--- src/rtl/wr_track_pkg.sv ---
package wr_track_pkg;

    typedef enum logic [1:0] {
        PS_EMPTY  = 2'd0,
        PS_ACTIVE = 2'd1,
        PS_FULL   = 2'd2
    } pend_st_e;

    localparam logic [1:0] ADDR_ACC  = 2'd0;
    localparam logic [1:0] ADDR_PKT  = 2'd1;
    localparam logic [1:0] ADDR_PEND = 2'd2;

    localparam int NUM_EVT = 2;

endpackage

--- src/rtl/evt_ctr.sv ---
module evt_ctr #(
    parameter int W = 32
) (
    input  logic         clk,
    input  logic         rst_n,
    input  logic         inc,
    input  logic         clr,
    output logic [W-1:0] cnt
);

    always_ff @(posedge clk or negedge rst_n) begin
        if (!rst_n) begin
            cnt <= '0;
        end else if (clr) begin
            cnt <= '0;
        end else if (inc) begin
            cnt <= cnt + 1'b1;
        end
    end

endmodule

--- src/rtl/pend_tracker.sv ---
module pend_tracker
    import wr_track_pkg::*;
#(
    parameter int W = 8
) (
    input  logic         clk,
    input  logic         rst_n,
    input  logic         up,
    input  logic         dn,
    output logic [W-1:0] cnt
);

    localparam logic [W-1:0] CMAX    = '1;
    localparam logic [W-1:0] CMAX_M1 = CMAX - 1'b1;
    localparam logic [W-1:0] ONE     = W'(1);

    pend_st_e st_q, st_d;
    logic [W-1:0] cnt_d;
    logic up_only, dn_only;

    assign up_only = up & ~dn;
    assign dn_only = dn & ~up;

    always_comb begin
        st_d  = st_q;
        cnt_d = cnt;
        unique case (st_q)
            PS_EMPTY: begin
                if (up_only) begin
                    cnt_d = cnt + 1'b1;
                    st_d  = (CMAX == ONE) ? PS_FULL : PS_ACTIVE;
                end
            end
            PS_ACTIVE: begin
                if (up_only) begin
                    cnt_d = cnt + 1'b1;
                    if (cnt == CMAX_M1) st_d = PS_FULL;
                end else if (dn_only) begin
                    cnt_d = cnt - 1'b1;
                    if (cnt == ONE) st_d = PS_EMPTY;
                end
            end
            PS_FULL: begin
                if (dn_only) begin
                    cnt_d = cnt - 1'b1;
                    st_d  = (CMAX == ONE) ? PS_EMPTY : PS_ACTIVE;
                end
            end
            default: begin
                st_d  = PS_EMPTY;
                cnt_d = '0;
            end
        endcase
    end

    always_ff @(posedge clk or negedge rst_n) begin
        if (!rst_n) st_q <= PS_EMPTY;
        else        st_q <= st_d;
    end

    always_ff @(posedge clk or negedge rst_n) begin
        if (!rst_n) cnt <= '0;
        else        cnt <= cnt_d;
    end

endmodule

--- src/rtl/rd_mux.sv ---
module rd_mux
    import wr_track_pkg::*;
#(
    parameter int CNT_W  = 32,
    parameter int PEND_W = 8
) (
    input  logic [1:0]        addr,
    input  logic [CNT_W-1:0]  acc,
    input  logic [CNT_W-1:0]  pkt,
    input  logic [PEND_W-1:0] pend,
    output logic [CNT_W-1:0]  data
);

    always_comb begin
        unique case (addr)
            ADDR_ACC:  data = acc;
            ADDR_PKT:  data = pkt;
            ADDR_PEND: data = CNT_W'(pend);
            default:   data = '0;
        endcase
    end

endmodule

--- src/rtl/wr_track_ctrs.sv ---
module wr_track_ctrs
    import wr_track_pkg::*;
#(
    parameter int CNT_W  = 32,
    parameter int PEND_W = 8
) (
    input  logic             clk,
    input  logic             rst_n,
    input  logic             ev_accept,
    input  logic             ev_pkt_out,
    input  logic             ev_ackw_issue,
    input  logic             ev_ackw_done,
    input  logic             wr_en,
    input  logic [1:0]       wr_addr,
    input  logic [1:0]       rd_addr,
    output logic [CNT_W-1:0] rd_data
);

    logic [NUM_EVT-1:0] evt_inc;
    logic [NUM_EVT-1:0] evt_clr;
    logic [CNT_W-1:0]   evt_q [NUM_EVT];
    logic [PEND_W-1:0]  pend_q;

    assign evt_inc = {ev_pkt_out, ev_accept};

    for (genvar g = 0; g < NUM_EVT; g++) begin : g_evt
        assign evt_clr[g] = wr_en && (wr_addr == 2'(g));
        evt_ctr #(.W(CNT_W)) u_ctr (
            .clk   (clk),
            .rst_n (rst_n),
            .inc   (evt_inc[g]),
            .clr   (evt_clr[g]),
            .cnt   (evt_q[g])
        );
    end

    pend_tracker #(.W(PEND_W)) u_pend (
        .clk   (clk),
        .rst_n (rst_n),
        .up    (ev_ackw_issue),
        .dn    (ev_ackw_done),
        .cnt   (pend_q)
    );

    rd_mux #(.CNT_W(CNT_W), .PEND_W(PEND_W)) u_rd (
        .addr  (rd_addr),
        .acc   (evt_q[0]),
        .pkt   (evt_q[1]),
        .pend  (pend_q),
        .data  (rd_data)
    );

endmodule

--- config.mk ---
export PLATFORM = sky130hd
export DESIGN_NAME = wr_track_ctrs
export DESIGN_NICKNAME = d
export VERILOG_FILES = /design/src/rtl/wr_track_pkg.sv /design/src/rtl/evt_ctr.sv /design/src/rtl/pend_tracker.sv /design/src/rtl/rd_mux.sv /design/src/rtl/wr_track_ctrs.sv
export SDC_FILE = /design/constraint.sdc
export NUM_CORES = 1
export LEC_CHECK = 0
export BUFFER_PORTS_ARGS = -buffer_cell sky130_fd_sc_hd__buf_2
export CAP_MARGIN = 20
export CORE_MARGIN = 4
export CORE_UTILIZATION = 60
export CTS_BUF_LIST = sky130_fd_sc_hd__clkbuf_4 sky130_fd_sc_hd__clkbuf_8 sky130_fd_sc_hd__clkbuf_16
export DETAILED_ROUTE_END_ITERATION = 16
export PLACE_DENSITY = 0.8
export REMOVE_ABC_BUFFERS = 1
export SLEW_MARGIN = 25
export SYNTH_ARGS = -nofsm -noshare
export SYNTH_HDL_FRONTEND = slang
export SYNTH_SLANG_ARGS = --single-unit
--- constraint.sdc ---
create_clock -name clk -period 3.4 [get_ports clk]
set_clock_uncertainty 0.1 [all_clocks]
set_input_delay 0.68 -clock clk [delete_from_list [all_inputs] [get_ports clk]]
set_output_delay 0.68 -clock clk [all_outputs]
set_load 0.005 [all_outputs]
* Yosys cells after proc, flatten, opt, wreduce, memory -nomap -nowiden
Index checks and enable logic that the tools add are counted.
** Storage, ports and cells
- Flip-flop bits (word level) :: 74
- Input bits :: 11
- Output and inout bits :: 32
- Logic and storage cells :: 48
** Cells by class
- $add $sub $neg :: 4
- Eq/ne operators :: 12
- Mux-type cells :: 16
- Bitwise gates (word level) :: 4
- Reduce and logical (&&, ||, !) cells :: 8
** Operators with widths (number)
- two-way mux 32 bit :: 4
- case mux 32 bit (3 select lines) :: 1
- adder 32 x 1 -> 32 bit (second input constant) :: 2
- two-way mux 8 bit :: 3
- case mux 8 bit (3 select lines) :: 1
- two-way mux 2 bit :: 6
- adder 8 x 1 -> 8 bit (second input constant) :: 1
- equality test 8 x 1 -> 1 bit (second input constant) :: 1
- equality test 8 bit (second input constant) :: 1
- subtractor 8 x 1 -> 8 bit (second input constant) :: 1
- equality test 2 x 1 -> 1 bit (second input constant) :: 3
- zero test 2 bit :: 3
- inequality test 3 x 1 -> 1 bit (second input constant) :: 2
- case mux 2 bit (3 select lines) :: 1
- AND reduction 5 bit :: 1
- equality test 2 bit (second input constant) :: 2
- inequality test 2 x 1 -> 1 bit (second input constant) :: 2
- nonzero test 2 bit :: 2
- inequality test 3 bit (second input constant) :: 1
- AND 1 bit :: 2
- logical AND 1 bit :: 2
- NOT 1 bit :: 2

* Depth between registers and ports, before layout
Gate-level depths: netlist of run 1.
- Depth in word-level cells :: 5
- Gate-level depth with buffers :: 8
- Mapped depth without buffers :: 7

* Modules after synthesis
A second synthesis of run 1 with hierarchy kept.
** Second synthesis, totals
- Cells, all modules :: 550
- Area, all modules :: 4949.7 um2
** By module, submodules not included
- evt_ctr :: times used 2, cells an instance 176, area an instance 1680.4 um2, sequential area each 800.8 um2
- pend_tracker :: times used 1, cells an instance 122, area an instance 1009.7 um2, sequential area each 250.2 um2
- rd_mux :: times used 1, cells an instance 74, area an instance 558.0 um2, sequential area each 0.0 um2
- wr_track_ctrs :: times used 1, cells an instance 2, area an instance 21.3 um2, sequential area each 0.0 um2

* Worst setup path before layout of run 1
No wires, ideal clock.
- Kind :: input -> register
- Start point :: in wr_addr[1]
- End point :: reg g_evt[0].u_ctr.cnt[29]
- Setup time :: 0.077 ns
- Arrival :: 2.297 ns
- Required time :: 3.223 ns
- Setup slack :: 0.926 ns
- Stages :: 5
- Path buffers :: 0
- Cells stage by stage :: nor3b_1 > o211ai_1 > or3_4 > or4_1 > a21oi_1
** Between the ends
- Longest elaborated chain between the ends :: 3
- Elaborated cells on any way between the ends :: 4
- Those cells by class :: mux (1); reduce/logical (3)
** Ends and longest elaborated chain
- from (decl) :: line wr_track_ctrs.sv:14 : input logic [1:0] wr_addr,
- zero test 2 bit * :: line wr_track_ctrs.sv:27 : assign evt_clr[g] = wr_en && (wr_addr == 2'(g));
- logical AND 1 bit * :: line wr_track_ctrs.sv:27
- two-way mux 32 bit / nonzero test 2 bit (equally long branches)
- to (signal assigned) :: line evt_ctr.sv:17 : cnt <= cnt + 1'b1;
- to (decl) :: line evt_ctr.sv:8 : output logic [W-1:0] cnt
Every way passes the cells marked *; elsewhere a longest branch is shown, timed or not.
A chain may end at the register's enable or synchronous reset.

* Final worst setup path of run 1
- Start point :: in rd_addr[0]
- End point :: out rd_data[22]
** Between the ends
- Longest elaborated chain between the ends :: 2
- Elaborated cells on any way between the ends :: 4
- Those cells by class :: eq/ne (2); mux (1); reduce/logical (1)
** Ends and longest elaborated chain
- from (decl) :: line wr_track_ctrs.sv:15 : input logic [1:0] rd_addr,
- equality test 2 bit (tied with other cells) :: line rd_mux.sv:15 : unique case (addr)
- case mux 32 bit (3 select lines) * :: line rd_mux.sv:15
- to (decl) :: line wr_track_ctrs.sv:16 : output logic [CNT_W-1:0] rd_data
Marked as above.

==> results.yml, run 1 <==
run_status:
  outcome: "complete, no violations"
die:
  num_rows: 32
  die_area_sq_um: 9333
  start_util: 0.6128
  fp.dieH_um: 96.61
  die_w_um: 96.61
  core_sq_um: 7687
  io-pin-count: 43
clocking:
  clk_pin_slew_ns: 0.08
  cts-root-buf: "clkbuf_8"
  clock_path_buffers: 2
  cts_inserted_buffers: 9
  cts_max_level: 3
  cts_tree: "yes"
  clock-sinks: 74
  ctsResizeCount: 0
  cts_hold_buf: 0
  clock_latency_ns: 0.36
  cts_setup_buffers: 0
sta:
  fin_crit_sh: 0.7571
  hold_viol: 0
  drv_slew: 0
  finalSetupViolations: 0
  tightest_slew_ns: 0.8977
  relSlewSlack: 0.4015
  rsz0062_at_grt: "false"
  period_minus_slack_ns: 2.574
  fmax_mhz: 388.5
  setup_ws_ns: 0.8258
placed_design:
  placedInstanceArea_sq_um: 5004
  post-place-ws_ns: 0.8258
  hpwl_mm: 8.424
  numPortBuffers: 42
  gp_congestion: 0.9174
power:
  max-vdd-ir-drop_v: 0.0003031
  p_leak_nw: 2.293
  p_per_area_nw_per_um2: 471.3
route:
  wl_per_cell_um: 17.11
  finalWirelength_mm: 11.80
  num_vias: 4296
  drt_first_iter_violations: 279
  first_pass_iters: 5
  drtAntennaViolNets: 0
  routed_via_density: 6.226
  drc_errors: 0
finish:
  fill_cells: 642
  final_area_sq_um: 5201
  drive_gt1_frac: 0.1293
  n_antenna_cell: 0
  layout_commonest_cell: "nor2_1"
  mostFrequentLayoutCells: "nor2_1, dfrtp_1, nand2_1, buf_2, mux2i_1"
  syn2layout_area_growth_pct: 10.41
  final_nets: 600
logic_synthesis:
  synthCells: 554
  synth-edff-count: 0
  synth_warnings: 0
  synth_seq_cells: 74
  async_reset_ff_frac: 1.000
  synth_cell_types: 52
  synth_top_cell_area_share: 0.3931
  synth.area.top_cells: "dfrtp_1, mux2i_1, nor2_1"
  yosysSeqAreaShare: 0.3931
  synth_largest_area_cell: "dfrtp_1"
  synth_area_sq_um: 4711
  synth_ff_type: "dfrtp_1"
  synth.avg_cell_area_sq_um: 8.503
critical_path:
  r2r-start: "g_evt[0].u_ctr.cnt[13]$_DFFE_PN0P_"
  crit_path_end_kind: "output port"
  reg2reg_depth: 5
  worstSetupStartpoint: "rd_addr[0]"
  cp_max_fo: 16
  worstPathRequired_ns: 2.62
  r2r-end: "g_evt[0].u_ctr.cnt[29]$_DFFE_PN0P_"
  critPathArrivalTime_ns: 1.79
  critical_path_class: "primary input to output port"
  reg2reg_setup_slack_ns: 0.83
  start_kind: "primary input"
  cp-endpoint: "rd_data[22]"
hold_path:
  hold_class: "primary input to asynchronous set/reset pin"
global_route:
  grt_max_degree: 40
  track_usage: 0.2554
  grt_pass1_vias: 4101
  overflow: 0
  antenna_found_initial: 0
  grt_pass1_wl_mm: 19.83
run:
  maxCapViolations: 0
[how the worst min path moves through the flow]
stage / from / end / slack, ns / cells past startpoint
final: rst_n / u_pend.cnt[4]$_DFFE_PN0P_ / 0.34 / 1
after global routing: rst_n / u_pend.st_q[0]$_DFFE_PN0P_ / 0.40 / 1
after CTS: rst_n / u_pend.cnt[4]$_DFFE_PN0P_ / 0.37 / 1
after detailed placement: g_evt[0].u_ctr.cnt[31]$_DFFE_PN0P_ / g_evt[0].u_ctr.cnt[31]$_DFFE_PN0P_ / 0.45 / 2
after global placement: g_evt[0].u_ctr.cnt[31]$_DFFE_PN0P_ / g_evt[0].u_ctr.cnt[31]$_DFFE_PN0P_ / 0.43 / 2
after floorplan: rst_n / g_evt[0].u_ctr.cnt[0]$_DFFE_PN0P_ / 0.28 / 0
[cell type report]
class                      instances  area, sq um  area share
inverter                          11        41.29    0.007938
multi-input combinational        435         2685      0.5162
sequential                        74         1852      0.3560
clock buffer                      10        131.4     0.02526
tap                              102        127.6     0.02454
clock inverter                     6        66.31     0.01275
timing repair buffer              52        297.8     0.05725
[through the flow]
| stage | power (mW) | TNS (ns) | util | hold slack [ns] | cells |
|---|---|---|---|---|---|
| 6_report | 2.451 | 0 | 0.6766 | 0.3426 | 690 |
| 5_1_grt | 2.602 | 0 | 0.6766 | 0.3959 | 690 |
| 2_1_floorplan | 1.536 | -2.685 | - | 0.2844 | 520 |
| 3_5_place_dp | 1.763 | 0 | 0.6509 | 0.4461 | 674 |
| 3_3_place_gp | 1.736 | 0 | 0.6509 | 0.4336 | 674 |
| 4_1_cts | 2.454 | 0 | 0.6766 | 0.3706 | 690 |
[per-layer routing]
layer / wire length [um] / up-vias / GRT usage
met5: 0 / - / 0
met3: 851 / 12 / 0.05119
li1: - / 2031 / -
met4: 123 / 0 / 0.07127
met1: 5077 / 2092 / 0.3574
met2: 5751 / 161 / 0.4055
[cells by family after synthesis]
group | count (synthesis) | synth area share
AND/OR/NAND/NOR | 264 | 0.2760
AO/OA/AOI/OAI | 77 | 0.1039
flip-flops | 74 | 0.3931
XOR/XNOR | 52 | 0.09668
buffers and inverters | 45 | 0.03798
multiplexers | 36 | 0.07649
adder cells (fa/ha/maj) | 6 | 0.01594
[critical path, cell delays in order]
cell and delay, ns:
buf_2 0.40, buf_4 0.30, mux2i_1 0.21, nor2_1 0.06, buf_2 0.13
[cell usage after synthesis (2+ instances only)]
| cell type | number |
|---|---|
| o31ai_1 | 2 |
| dfrtp_1 | 74 |
| nand4_1 | 26 |
| and3_1 | 9 |
| nor2_1 | 92 |
| inv_1 | 11 |
| nor2b_1 | 4 |
| xor2_1 | 27 |
| nand2_1 | 45 |
| buf_1 | 4 |
| nor3_1 | 17 |
| ha_1 | 6 |
| nand3_1 | 22 |
| nor3b_1 | 2 |
| o2111ai_1 | 2 |
| or4_1 | 4 |
| or3_2 | 2 |
| nand2b_1 | 2 |
| o32ai_1 | 2 |
| a211oi_1 | 2 |
| o311ai_0 | 3 |
| o211ai_1 | 3 |
| xnor2_1 | 25 |
| mux2i_1 | 36 |
| or2_2 | 3 |
| nor4_1 | 13 |
| a31oi_1 | 3 |
| clkbuf_1 | 27 |
| a32o_1 | 2 |
| a21oi_1 | 18 |
| o21ai_0 | 27 |
| and4_1 | 7 |
| o22ai_1 | 2 |
| or3_1 | 10 |
| buf_2 | 2 |
| a221oi_1 | 2 |
[sequential cells by signal, indices dropped and copies added, names as in the netlist]
| register | count |
|---|---|
| g_evt.u_ctr.cnt | 64 |
| u_pend.cnt | 8 |
| u_pend.st_q | 2 |
[where the power goes]
group          total (mW)  switching, mW  leakage, nW  internal (mW)
Sequential           1.19          0.216        0.991          0.972
Combinational       0.565          0.319         1.20          0.245
Clock               0.698          0.348        0.104          0.350
Total                2.45          0.884         2.29           1.57
No activity file was read; power rests on OpenSTA's default activity.
==> run 2, diff against run 1 <==
Clock period 3.4 ns to 2.5 ns, I/O delays scaled along.
==> run 2 against run 1 <==
  * Power up 49%
  * Worst setup slack worse by 0.74 ns
  * First-iteration DRC count is 66% higher
  * Wire length up 12%
  * Critical path depth stayed put
  * Non-clock buffer count up 19
  * Critical endpoint is now g_evt[0].u_ctr.cnt[29]$_DFFE_PN0P_
  * Largest cell class unchanged
  * Combinational power rose by 66%
  * Register-to-register slack worse by 0.74 ns
  * Core utilization increased by 2.5 points
  * Via count increased by 6.8%
  * Flip-flop and latch count is the same
  * Critical path type is now flip-flop to flip-flop
  * Cell area rose by 3.7%
==> results.yml, run 2 (synthesis results as in run 1) <==
placed_design:
  post-place-ws_ns: 0.03669
  dpl.cell_count: 693
  numPortBuffers: 42
  hpwl_mm: 9.039
  gp_congestion: 0.9297
  placedInstanceArea_sq_um: 5146
power:
  switchingPower_mw: 1.237
  p_int_mw: 2.412
  p_per_area_nw_per_um2: 676.4
  p_leak_nw: 2.410
  finalPower_mw: 3.648
  pwr-share-seq: 0.422
  max-vdd-ir-drop_v: 0.0003150
  power.share.clock: 0.320
  sw_frac_of_total: 0.3389
  comb_power_share: 0.257
critical_path:
  cpPeakStageDelay_ns: 0.60
  worstPathCellList: "nand4_1, or4_4, or3_4, or4_1, a21oi_1"
  cp_num_buf_inv: 0
  crit_slowest_cell: "or4_4"
  r2r-start: "g_evt[0].u_ctr.cnt[13]$_DFFE_PN0P_"
  worstPathRequired_ns: 2.68
  critical_path_class: "flip-flop to flip-flop"
  r2r-end: "g_evt[0].u_ctr.cnt[29]$_DFFE_PN0P_"
  path_delay_family: "simple AND/OR/NAND/NOR gates"
  crit_path_end_kind: "flip-flop"
  critPathArrivalTime_ns: 2.59
  reg2reg_setup_slack_ns: 0.09
  cp_max_fo: 7
  start_kind: "flip-flop"
  reg2reg_depth: 5
finish:
  fill_cells: 608
  layout_commonest_cell: "nor2_1"
  final_nets: 619
  post-route-util: 0.7017
  drive_gt1_frac: 0.1568
  n_antenna_cell: 0
  final_area_sq_um: 5394
  finalNonFillerCells: 708
  mostFrequentLayoutCells: "nor2_1, dfrtp_1, nand2_1, buf_2, mux2i_1"
  largest_register_ffs: 64
  reg_top3: "g_evt.u_ctr.cnt x64, u_pend.cnt x8, u_pend.st_q x2"
  syn2layout_area_growth_pct: 14.50
  regMostFlops: "g_evt.u_ctr.cnt"
route:
  routed_via_density: 6.483
  dr_wl_met3_mm: 1.104
  dr.max_layer_used: "met4"
  dr_wl_met2_mm: 6.276
  drt_first_iter_violations: 463
  drtAntennaViolNets: 0
  met1_length_mm: 5.409
  num_vias: 4590
  finalWirelength_mm: 13.16
  drc_errors: 0
  first_pass_iters: 5
  wl_per_cell_um: 18.59
global_route:
  grt_pass1_wl_mm: 21.43
  grt_max_degree: 75
  antenna_found_initial: 0
  track_usage: 0.2798
  overflow: 0
  grt_pass1_vias: 4411
clocking:
  clk_pin_slew_ns: 0.08
  cts_max_level: 3
  clock_latency_ns: 0.36
  cts_hold_buf: 0
  cts_setup_buffers: 0
  ctsResizeCount: 0
  clock-sinks: 74
  cts_inserted_buffers: 9
  clock_path_buffers: 2
  cts_tree: "yes"
  cts-root-buf: "clkbuf_8"
sta:
  fmax_mhz: 414.3
  period_minus_slack_ns: 2.414
  relSlewSlack: 0.5541
  tns_ns: 0
  drv_slew: 0
  fin_crit_sh: 0.9656
  setup_ws_ns: 0.08610
  finalSetupViolations: 0
  whs_ns: 0.04561
  hold_viol: 0
  rsz0062_at_grt: "false"
  tightest_slew_ns: 0.6688
run:
  maxCapViolations: 0
die:
  start_util: 0.6128
  num_rows: 32
  die_area_sq_um: 9333
  core_sq_um: 7687
  io-pin-count: 43
  fp.dieH_um: 96.61
  die_w_um: 96.61
hold_path:
  hold_class: "primary input to asynchronous set/reset pin"
run_status:
  outcome: "complete, no violations"
[run 2: cell count changes in the layout (fill, tap and decap cells not counted)]
cell,before,now
buf_4,9,28
bufinv_16,1,3
clkinv_2,2,0
clkinv_4,2,0
clkbuf_8,9,10
or4_1,4,3
or4_4,0,1
[run 2: area by class of cell]
type	instances	area, sq um	share of cell area
sequential	74	1852	0.3433
tap	102	127.6	0.02366
clock inverter	4	98.84	0.01833
clock buffer	11	145.1	0.02691
timing repair buffer	71	440.4	0.08165
inverter	11	41.29	0.007655
multi-input combinational	435	2689	0.4985
[run 2: power groups by stage]
stage | registers (mW) | clock network, mW | logic, mW
after global placement | 1.54 | 0 | 0.881
after floorplan | 1.55 | 0 | 0.538
after global routing | 1.57 | 1.22 | 1.03
final | 1.54 | 1.17 | 0.939
after detailed placement | 1.55 | 0 | 0.912
after CTS | 1.53 | 1.17 | 0.922
[run 2: metal layers]
metal,global-route usage,up-vias
met5,0,-
met4,0.1069,0
met3,0.05119,49
met2,0.4538,248
met1,0.3738,2222
li1,-,2071
[run 2: how the worst max path moves through the flow]
stage | to | startpoint | cells after the start
floorplan | g_evt[0].u_ctr.cnt[29]$_DFFE_PN0P_ | wr_addr[1] | 5
finish | g_evt[0].u_ctr.cnt[29]$_DFFE_PN0P_ | g_evt[0].u_ctr.cnt[13]$_DFFE_PN0P_ | 5
detailed placement | g_evt[0].u_ctr.cnt[29]$_DFFE_PN0P_ | g_evt[0].u_ctr.cnt[13]$_DFFE_PN0P_ | 5
global placement | g_evt[0].u_ctr.cnt[29]$_DFFE_PN0P_ | g_evt[0].u_ctr.cnt[13]$_DFFE_PN0P_ | 5
CTS | g_evt[0].u_ctr.cnt[29]$_DFFE_PN0P_ | g_evt[0].u_ctr.cnt[13]$_DFFE_PN0P_ | 5
global route | g_evt[0].u_ctr.cnt[29]$_DFFE_PN0P_ | g_evt[0].u_ctr.cnt[14]$_DFFE_PN0P_ | 5
==> run 3, diff against run 2 <==
Settings changed: RECOVER_POWER from default to 100.
==> run 3 against run 2 <==
  * The run now ends with max-capacitance violations, max-slew violations left
  * Wire length decreased by 0.65%
  * Combinational power down 2.3%
  * Core utilization shrank 1.1 points
  * Highest routed layer unchanged
==> results.yml, run 3 (synthesis results as in run 1) <==
finish:
  n_antenna_cell: 0
  largest_register_ffs: 64
  layout_commonest_cell: "nor2_1"
  regMostFlops: "g_evt.u_ctr.cnt"
  final_nets: 619
  reg_top3: "g_evt.u_ctr.cnt x64, u_pend.cnt x8, u_pend.st_q x2"
  mostFrequentLayoutCells: "nor2_1, dfrtp_1, nand2_1, mux2i_1, clkbuf_1"
  drive_gt1_frac: 0.1040
  syn2layout_area_growth_pct: 12.78
  post-route-util: 0.6911
  finalNonFillerCells: 708
die:
  core_sq_um: 7687
  die_w_um: 96.61
  fp.dieH_um: 96.61
  start_util: 0.6128
  die_area_sq_um: 9333
  io-pin-count: 43
  num_rows: 32
placed_design:
  dpl.cell_count: 693
  hpwl_mm: 9.039
  numPortBuffers: 42
  gp_congestion: 0.9297
sta:
  finalSetupViolations: 0
  rsz0062_at_grt: "false"
  fin_crit_sh: 0.9690
  fmax_mhz: 412.8
  hold_viol: 0
  relSlewSlack: -0.2221
  period_minus_slack_ns: 2.423
  whs_ns: 0.4019
  tightest_slew_ns: 1.833
  drv_slew: 75
critical_path:
  critical_path_class: "flip-flop to flip-flop"
  crit_path_end_kind: "flip-flop"
  reg2reg_setup_slack_ns: 0.08
  cp_max_fo: 7
  r2r-start: "g_evt[0].u_ctr.cnt[13]$_DFFE_PN0P_"
  reg2reg_depth: 5
  start_kind: "flip-flop"
  critPathArrivalTime_ns: 2.60
  worstSetupStartpoint: "g_evt[0].u_ctr.cnt[13]$_DFFE_PN0P_"
  worstPathRequired_ns: 2.68
global_route:
  grt_pass1_vias: 4411
  overflow: 0
  grt_max_degree: 75
  grt_pass1_wl_mm: 21.43
  antenna_found_initial: 0
  track_usage: 0.2798
power:
  p_leak_nw: 2.271
  max-vdd-ir-drop_v: 0.0003148
  finalPower_mw: 3.622
  p_per_area_nw_per_um2: 681.8
clocking:
  cts_inserted_buffers: 9
  clk_pin_slew_ns: 0.08
  clock_latency_ns: 0.36
  clock_path_buffers: 2
  cts_tree: "yes"
  cts-root-buf: "clkbuf_8"
  clock-sinks: 74
  cts_max_level: 3
  cts_setup_buffers: 0
run:
  maxCapViolations: 1
run_status:
  outcome: "complete, but fails checks"
  violations: "max-capacitance violations, max-slew violations"
hold_path:
  hold_start: "ev_accept"
  worstHoldPathCells: 3
  hold_class: "primary input to flip-flop"
route:
  num_vias: 4553
  first_pass_iters: 5
  routed_via_density: 6.431
  wl_per_cell_um: 18.47
  drtAntennaViolNets: 0
  drt_first_iter_violations: 424
  finalWirelength_mm: 13.08
  drc_errors: 0
==> run 3: cell types whose count changed in the layout (fill, tap and decap cells not counted) <==
| cell | change |
|---|---|
| clkbuf_1 | +29 |
| nor3b_1 | +1 |
| buf_2 | -31 |
| buf_12 | -1 |
| clkbuf_2 | +10 |
| buf_4 | -9 |
| nor3b_2 | -1 |
| buf_1 | +2 |
==> run 3: stage by stage <==
stage,setup TNS (ns),setup WS (ns),cell area [sq um]
6_report,0,0.07747,5313
5_1_grt,0,0.007033,5313
4_1_cts,0,0.03632,5390
3_5_place_dp,0,0.03669,5146
3_3_place_gp,0,0.1172,5146
2_1_floorplan,-13.05,-1.321,4573
==> run 3: routing by layer <==
| layer | vias to the layer above | GRT usage | wire length (um) |
|---|---|---|---|
| li1 | 2080 | - | - |
| met1 | 2189 | 0.3738 | 5410 |
| met2 | 238 | 0.4538 | 6207 |
| met3 | 46 | 0.05119 | 1086 |
| met4 | 0 | 0.1069 | 372 |
| met5 | - | 0 | 0 |
==> run 3: worst max-delay path: stages (launching register included) <==
cell and delay (ns):
dfrtp_1 0.41, nand4_1 0.16, or4_4 0.60, or3_4 0.44, or4_1 0.47, a21oi_1 0.15
==> run 3: area by class of cell <==
| class | instances | area [sq um] |
|---|---|---|
| Multi-Input combinational cell | 435 | 2684 |
| Fill cell | 624 | 2375 |
| Sequential cell | 74 | 1852 |
| Timing Repair Buffer | 71 | 364.1 |
| Clock buffer | 11 | 145.1 |
| Tap cell | 102 | 127.6 |
| Clock inverter | 4 | 98.84 |
| Inverter | 11 | 41.29 |
==> run 3: path summary, 6_finish.rpt <==
| path | to |
|---|---|
| worst min-delay path | g_evt[0].u_ctr.cnt[0]$_DFFE_PN0P_ |
| worst min register to register | g_evt[1].u_ctr.cnt[31]$_DFFE_PN0P_ |
| worst max register to register | g_evt[0].u_ctr.cnt[29]$_DFFE_PN0P_ |
| max in group asynchronous | g_evt[0].u_ctr.cnt[22]$_DFFE_PN0P_ |
| worst max-delay path | g_evt[0].u_ctr.cnt[29]$_DFFE_PN0P_ |
| min in group asynchronous | u_pend.cnt[6]$_DFFE_PN0P_ |
==> run 3: power by group <==
part           total, mW  leakage, nW  internal, mW  switching (mW)
clock network       1.17        0.123         0.700           0.465
logic              0.917         1.16         0.373           0.544
registers           1.54        0.991          1.32           0.217
==> run 3: what timing repair did <==
action | 4_1_cts | 5_1_grt
hold buffers | 0 | 0
gates resized for setup | 0 | 1
setup endpoints to repair | 0 | 1
